**src/rtl/fcvt_pkg.sv**
```systemverilog
// Shared constants and types for the double-to-word converter.
// Assumes IEEE binary64 input layout and a 32-bit destination word.
package fcvt_pkg;
    localparam int EXP_W  = 11;
    localparam int FRAC_W = 52;
    localparam int SIG_W  = FRAC_W + 1;
    localparam int BIAS   = (1 << (EXP_W - 1)) - 1;
    localparam int INT_W  = 32;

    typedef struct packed {
        logic              sign;
        logic [EXP_W-1:0]  exp;
        logic [FRAC_W-1:0] frac;
    } dbl_t;

    typedef enum logic [1:0] {
        CLS_ZERO    = 2'd0,
        CLS_TINY    = 2'd1,
        CLS_NORM    = 2'd2,
        CLS_SPECIAL = 2'd3
    } cls_e;
endpackage

```
**src/rtl/fcvt_classify.sv**
```systemverilog
// Sorts the operand fields into zero, below-one, normal (|x| >= 1) or
// special (infinity / NaN), and forms the significand and unbiased exponent.
// Assumes: k_o and sig_o are meaningful only when cls_o is CLS_NORM.
module fcvt_classify
    import fcvt_pkg::*;
(
    input  logic [EXP_W-1:0]  exp_i,
    input  logic [FRAC_W-1:0] frac_i,
    output cls_e              cls_o,
    output logic [EXP_W-1:0]  k_o,
    output logic [SIG_W-1:0]  sig_o
);
    localparam logic [EXP_W-1:0] EXP_ONES = '1;
    localparam logic [EXP_W-1:0] EXP_BIAS = EXP_W'(BIAS);

    // Class decision from exponent and fraction fields.
    always_comb begin
        if (exp_i == EXP_ONES)
            cls_o = CLS_SPECIAL;
        else if (exp_i == '0 && frac_i == '0)
            cls_o = CLS_ZERO;
        else if (exp_i < EXP_BIAS)
            cls_o = CLS_TINY;
        else
            cls_o = CLS_NORM;
    end

    // Unbiased exponent and significand with hidden one.
    always_comb begin
        k_o   = exp_i - EXP_BIAS;
        sig_o = {1'b1, frac_i};
    end
endmodule

```
**src/rtl/fcvt_align.sv**
```systemverilog
// Places the binary point of the significand: produces the low OUT_W bits
// of the truncated integer magnitude and a sticky bit for dropped fraction.
// Assumes k_i >= 0 (operand magnitude at least 1); OUT_W <= SIG_W.
module fcvt_align
    import fcvt_pkg::*;
#(
    parameter int OUT_W = INT_W
) (
    input  logic [SIG_W-1:0] sig_i,
    input  logic [EXP_W-1:0] k_i,
    output logic [OUT_W-1:0] mag_o,
    output logic             dropped_o,
    output logic             ge_half_o,
    output logic             eq_half_o
);
    localparam int POINT = SIG_W - 1;
    localparam int WIN   = SIG_W + OUT_W;
    localparam logic [EXP_W-1:0] K_POINT = EXP_W'(POINT);
    localparam logic [EXP_W-1:0] K_HALF  = EXP_W'(OUT_W - 1);
    localparam logic [EXP_W-1:0] K_OUT   = EXP_W'(OUT_W);

    logic [EXP_W-1:0] rsh;
    logic [EXP_W-1:0] lsh;

    // Shift distances either side of the binary point.
    always_comb begin
        rsh = K_POINT - k_i;
        lsh = k_i - K_POINT;
    end

    // Right shift drops fraction bits; left shift keeps only the low word.
    always_comb begin
        if (k_i <= K_POINT) begin
            mag_o     = OUT_W'(sig_i >> rsh);
            dropped_o = |(sig_i & ~({SIG_W{1'b1}} << rsh));
        end else if (lsh >= K_OUT) begin
            mag_o     = '0;
            dropped_o = 1'b0;
        end else begin
            mag_o     = OUT_W'({{OUT_W{1'b0}}, sig_i} << lsh);
            dropped_o = 1'b0;
        end
    end

    // Magnitude at or beyond 2^(OUT_W-1).
    always_comb begin
        ge_half_o = (k_i >= K_HALF);
        eq_half_o = (k_i == K_HALF);
    end

    initial begin
        if (WIN <= SIG_W) $error("fcvt_align: bad window");
    end
endmodule

```
**src/rtl/fcvt_sign.sv**
```systemverilog
// Applies the sign modulo 2^OUT_W, decides the signed range, and forms the
// invalid and inexact flags. Assumes mag_i is exact when eq_half_i is set.
module fcvt_sign
    import fcvt_pkg::*;
#(
    parameter int OUT_W = INT_W
) (
    input  cls_e             cls_i,
    input  logic             sign_i,
    input  logic [OUT_W-1:0] mag_i,
    input  logic             dropped_i,
    input  logic             ge_half_i,
    input  logic             eq_half_i,
    output logic [OUT_W-1:0] word_o,
    output logic             invalid_o,
    output logic             inexact_o
);
    localparam logic [OUT_W-1:0] MIN_MAG = {1'b1, {(OUT_W-1){1'b0}}};

    logic is_norm;
    logic ovf;

    // Range test: only -2^(OUT_W-1) is allowed at the half-range magnitude.
    always_comb begin
        is_norm = (cls_i == CLS_NORM);
        ovf     = is_norm && ge_half_i &&
                  !(sign_i && eq_half_i && mag_i == MIN_MAG);
    end

    // Wrapped word with two's-complement negation.
    always_comb begin
        if (!is_norm)
            word_o = '0;
        else if (sign_i)
            word_o = ~mag_i + 1'b1;
        else
            word_o = mag_i;
    end

    // Flags; invalid takes precedence over inexact.
    always_comb begin
        invalid_o = (cls_i == CLS_SPECIAL) || ovf;
        inexact_o = !invalid_o &&
                    ((cls_i == CLS_TINY) || (is_norm && dropped_i));
    end
endmodule

```
**src/rtl/fcvt_mod_w.sv**
```systemverilog
// Top: modular binary64 -> 32-bit integer conversion, truncating, with the
// word sign-extended to XLEN. One register stage on the outputs.
// Assumes XLEN is 32 or 64; synchronous active-low reset.
module fcvt_mod_w
    import fcvt_pkg::*;
#(
    parameter int XLEN = 64
) (
    input  logic            clk,
    input  logic            rst_n,
    input  logic [63:0]     op_i,
    output logic [XLEN-1:0] res_o,
    output logic            invalid_o,
    output logic            inexact_o
);
    dbl_t             op;
    cls_e             cls;
    logic [EXP_W-1:0] k;
    logic [SIG_W-1:0] sig;
    logic [INT_W-1:0] mag;
    logic             dropped;
    logic             ge_half;
    logic             eq_half;
    logic [INT_W-1:0] word;
    logic             inv_c;
    logic             inx_c;
    logic [XLEN-1:0]  res_c;

    // Unpack the operand into its fields.
    always_comb op = op_i;

    fcvt_classify u_classify (
        .exp_i  (op.exp),
        .frac_i (op.frac),
        .cls_o  (cls),
        .k_o    (k),
        .sig_o  (sig)
    );

    fcvt_align #(.OUT_W(INT_W)) u_align (
        .sig_i     (sig),
        .k_i       (k),
        .mag_o     (mag),
        .dropped_o (dropped),
        .ge_half_o (ge_half),
        .eq_half_o (eq_half)
    );

    fcvt_sign #(.OUT_W(INT_W)) u_sign (
        .cls_i     (cls),
        .sign_i    (op.sign),
        .mag_i     (mag),
        .dropped_i (dropped),
        .ge_half_i (ge_half),
        .eq_half_i (eq_half),
        .word_o    (word),
        .invalid_o (inv_c),
        .inexact_o (inx_c)
    );

    // Width adaptation chosen by XLEN.
    generate
        if (XLEN == INT_W) begin : g_narrow
            always_comb res_c = word;
        end else if (XLEN > INT_W) begin : g_wide
            always_comb res_c = {{(XLEN-INT_W){word[INT_W-1]}}, word};
        end else begin : g_bad
            initial $error("fcvt_mod_w: XLEN must be 32 or 64");
            always_comb res_c = word[XLEN-1:0];
        end
    endgenerate

    // Output register with synchronous clear.
    always_ff @(posedge clk) begin
        if (!rst_n) begin
            res_o     <= '0;
            invalid_o <= 1'b0;
            inexact_o <= 1'b0;
        end else begin
            res_o     <= res_c;
            invalid_o <= inv_c;
            inexact_o <= inx_c;
        end
    end
endmodule

```
**config.mk**
```make
export PLATFORM = sky130hd
export DESIGN_NAME = fcvt_mod_w
export DESIGN_NICKNAME = d
export VERILOG_FILES = /design/src/rtl/fcvt_pkg.sv /design/src/rtl/fcvt_classify.sv /design/src/rtl/fcvt_align.sv /design/src/rtl/fcvt_sign.sv /design/src/rtl/fcvt_mod_w.sv
export SDC_FILE = /design/constraint.sdc
export NUM_CORES = 1
export LEC_CHECK = 0
export BUFFER_PORTS_ARGS = -buffer_cell sky130_fd_sc_hd__buf_2
export CELL_PAD_IN_SITES_DETAIL_PLACEMENT = 0
export CELL_PAD_IN_SITES_GLOBAL_PLACEMENT = 1
export CORE_ASPECT_RATIO = 1.4
export CORE_UTILIZATION = 30
export DETAILED_ROUTE_END_ITERATION = 8
export PLACE_DENSITY_LB_ADDON = 0.2
export SETUP_SLACK_MARGIN = 0.02
export SYNTH_ARGS = -nofsm -noshare
export SYNTH_HDL_FRONTEND = slang
export SYNTH_SLANG_ARGS = --single-unit
```
**constraint.sdc**
```tcl
create_clock -name clk -period 10.3 [get_ports clk]
set_input_delay 0.515 -clock clk [delete_from_list [all_inputs] [get_ports clk]]
set_output_delay 0.515 -clock clk [all_outputs]
set_load 0.02 [all_outputs]
```
==> flow_summary.toml <==
[global_route]
grt_first_pass_wirelength_mm = 71.1
first_global_vias = 10639
grt-ovfl-total = 0
grt.total_usage = 0.282
grt_antenna_before_repair = 1
grt_start_max_net_pins = 70

[placed_design]
gpl.final_weighted_congestion = 0.935
portBuffers = 131
detailedPlacementHpwl_mm = 37.3

[yosys]
area_of_the_mapped_netlist_um2 = 9910
post_synth_most_frequent_cells = "sky130_fd_sc_hd__nand2_1 (124), sky130_fd_sc_hd__mux2i_1 (115), sky130_fd_sc_hd__nor2_1 (113)"
ys_seq_elements = 34
synth_area_leader_cell = "sky130_fd_sc_hd__mux4_2"
synth_nets = 1372
async_reset_ff_frac = 0
synth_flop_cell = "sky130_fd_sc_hd__dfxtp_1"
area_share_of_the_largest_cell_type_after_synthesis = 0.152
synth_edf_count = 0
synth_sequential_area_ratio = 0.0687
yosysUniqueCellTypes = 110
postSynthCellCount = 1298
ys_top_cells_by_area = "sky130_fd_sc_hd__mux4_2 (15%), sky130_fd_sc_hd__mux2i_1 (12%), sky130_fd_sc_hd__dfxtp_1 (6.9%), sky130_fd_sc_hd__nand2_1 (4.7%), sky130_fd_sc_hd__nor2_1 (4.3%)"
synth.avg_cell_area_um2 = 7.64
synth-warning-count = 0
post-synth-top-count-cell = "sky130_fd_sc_hd__nand2_1"

[sta]
fin_crit_sh = 0.672
timing.max_slew.rel_slack = 0.253
finalSetupTns_ns = 0
hold_viol_final = 0
tightestPinTransition_ns = 1.11
finalWorstPathRequiredPeriod_ns = 6.92
setup_viol_count_final = 0
max_clock_freq_mhz = 144
rsz0062_at_grt = "false"
max_slew_violation_count = 0

[clocking]
htreeDepth = 2
clk_root_buffer_cell = "sky130_fd_sc_hd__clkbuf_16"
tritoncts = "yes"
clkTransAtPathRegs_ns = 0.05
numClockSinks = 34
cts-resized-gates = 0
cts.path.max_buffers = 2
numCtsBuffers = 5
post_cts_buffers = 0
post_cts_hold_buffer_count = 0

[setup_path]
worstSetupStartpointType = "input port"
crit_required_ns = 10.45
worst-endpoint-arrival_ns = 7.07
crit_path_max_fanout = 46
timing.setup.critical_path_class = "input port to register"
crit_end_element = "register"

[detailed_routing]
residual_drc = 0
detailroute.via_count = 11261
drt-wirelength-per-cell_um = 27.6
drt-initial-drc-count = 1043
routed_wire_length_mm = 48.2
drt_pass1_iterations = 6
via_per_inst = 6.45
final_antenna_net_count = 0

[die]
chip_width_um = 156
placeableCoreArea_um2 = 32500
die_h_um = 217
initial_utilization = 0.305
die_area_um2 = 33800
std_cell_rows = 78
boundaryPins = 132

[pwr]
leakage_uw = 0.00423
power.density_cell_area_nw_per_um2 = 96.1
power.ir.vdd_worst_uv = 58.8
report.power.total_uw = 1020

[status]
result_of_the_run = "complete, no violations"

[hold_path]
timing.hold.worst.class = "input port to register"

[finish]
antenna-diode-count = 0
share_of_cells_above_drive_strength_1 = 0.225
fin_nets = 1379
num-fill-cells = 3543
layout-area-overhead-vs-synth_pct = 7.03

[flow_run]
max_cap_viols = 0
registers in the layout, indices dropped and copies added, names as in the netlist:
register	cells
res_o	32
inexact_o	1
invalid_o	1
cell type report:
cell class / count / area, µm² / share of cell area
well taps: 440 / 551 / 0.0519
flip-flops and latches: 34 / 681 / 0.0641
clock inverters: 1 / 5.00 / 0.000472
inverters: 28 / 105 / 0.00990
clock buffers: 7 / 143 / 0.0134
repair buffers: 156 / 846 / 0.0797
multi-input cells: 1080 / 8280 / 0.780
layout by cell type, fill, tap and decap left out, types with 21 or more instances in the layout:
cell	netlist	layout
sky130_fd_sc_hd__mux4_2	67	67
sky130_fd_sc_hd__nor3_1	33	33
sky130_fd_sc_hd__mux2i_1	115	115
sky130_fd_sc_hd__buf_2	35	130
sky130_fd_sc_hd__nand3_1	43	43
sky130_fd_sc_hd__nand2_1	124	124
sky130_fd_sc_hd__o21ai_0	69	69
sky130_fd_sc_hd__nor4_1	21	21
sky130_fd_sc_hd__inv_1	26	26
sky130_fd_sc_hd__nor2_1	113	112
sky130_fd_sc_hd__dfxtp_1	34	34
sky130_fd_sc_hd__buf_4	54	26
sky130_fd_sc_hd__a21oi_1	68	68
sky130_fd_sc_hd__a31oi_1	27	27
worst max-delay path: stages:
cell and delay, ns:
sky130_fd_sc_hd__buf_4 0.35, sky130_fd_sc_hd__ha_1 0.66, sky130_fd_sc_hd__xor2_4 0.18, sky130_fd_sc_hd__buf_4 0.49, sky130_fd_sc_hd__inv_2 0.30, sky130_fd_sc_hd__ha_1 0.31, sky130_fd_sc_hd__o2111a_1 0.27, sky130_fd_sc_hd__nor4_1 0.58
sky130_fd_sc_hd__or2_2 0.21, sky130_fd_sc_hd__buf_4 0.49, sky130_fd_sc_hd__mux2i_1 0.25, sky130_fd_sc_hd__mux2i_1 0.09, sky130_fd_sc_hd__o2bb2ai_1 0.14, sky130_fd_sc_hd__or3_1 0.13, sky130_fd_sc_hd__o21a_1 0.17, sky130_fd_sc_hd__ha_1 0.18
sky130_fd_sc_hd__o211ai_1 0.09, sky130_fd_sc_hd__or3b_1 0.46, sky130_fd_sc_hd__nor4_2 0.53, sky130_fd_sc_hd__nand4_1 0.33, sky130_fd_sc_hd__mux2i_1 0.22, sky130_fd_sc_hd__o211ai_1 0.10
cell families (layout without fill, tap and decap cells):
kind of cell               Yosys count  in the layout  synth area share
and+or+nand+nor                    482            482             0.255
AOI/OAI and AO/OA                  365            365             0.252
muxes                              194            194             0.282
buffers and inverters              184            192             0.102
DFF                                 34             34            0.0687
xor gates and xnor gates            29             29            0.0293
adders and majority gates           10             10            0.0121
per-stage QoR:
stage | hold WS (ns) | cell area [µm²] | instances | setup WS (ns) | util
2_1_floorplan | 0.659 | 9910 | 1298 | 4.53 | -
3_3_place_gp | 0.800 | 10500 | 1738 | 3.30 | 0.322
3_5_place_dp | 0.806 | 10500 | 1738 | 3.11 | 0.322
4_1_cts | 0.521 | 10600 | 1746 | 3.43 | 0.327
5_1_grt | 0.537 | 10600 | 1746 | 2.92 | 0.327
6_report | 0.525 | 10600 | 1746 | 3.38 | 0.327
per-layer routing:
metal / share of wire / vias up / track usage / wire length, µm
li1: - / 4979 / - / -
met1: 0.38 / 5486 / 0.336 / 18500
met2: 0.47 / 631 / 0.476 / 22800
met3: 0.066 / 165 / 0.0279 / 3160
met4: 0.079 / 0 / 0.193 / 3840
met5: 0 / - / 0 / 0
final timing paths:
path,from,endpoint,depth (start not counted)
worst max-delay path,op_i[52],res_o[24],22
worst min-delay path,rst_n,invalid_o,2
power breakdown:
part | total (µW) | internal (µW) | switching (µW)
Sequential | 138 | 136 | 2.37
Clock | 148 | 95.7 | 52.5
Combinational | 734 | 254 | 480
Total | 1020 | 485 | 535
No activity file was read; power rests on OpenSTA's default activity.
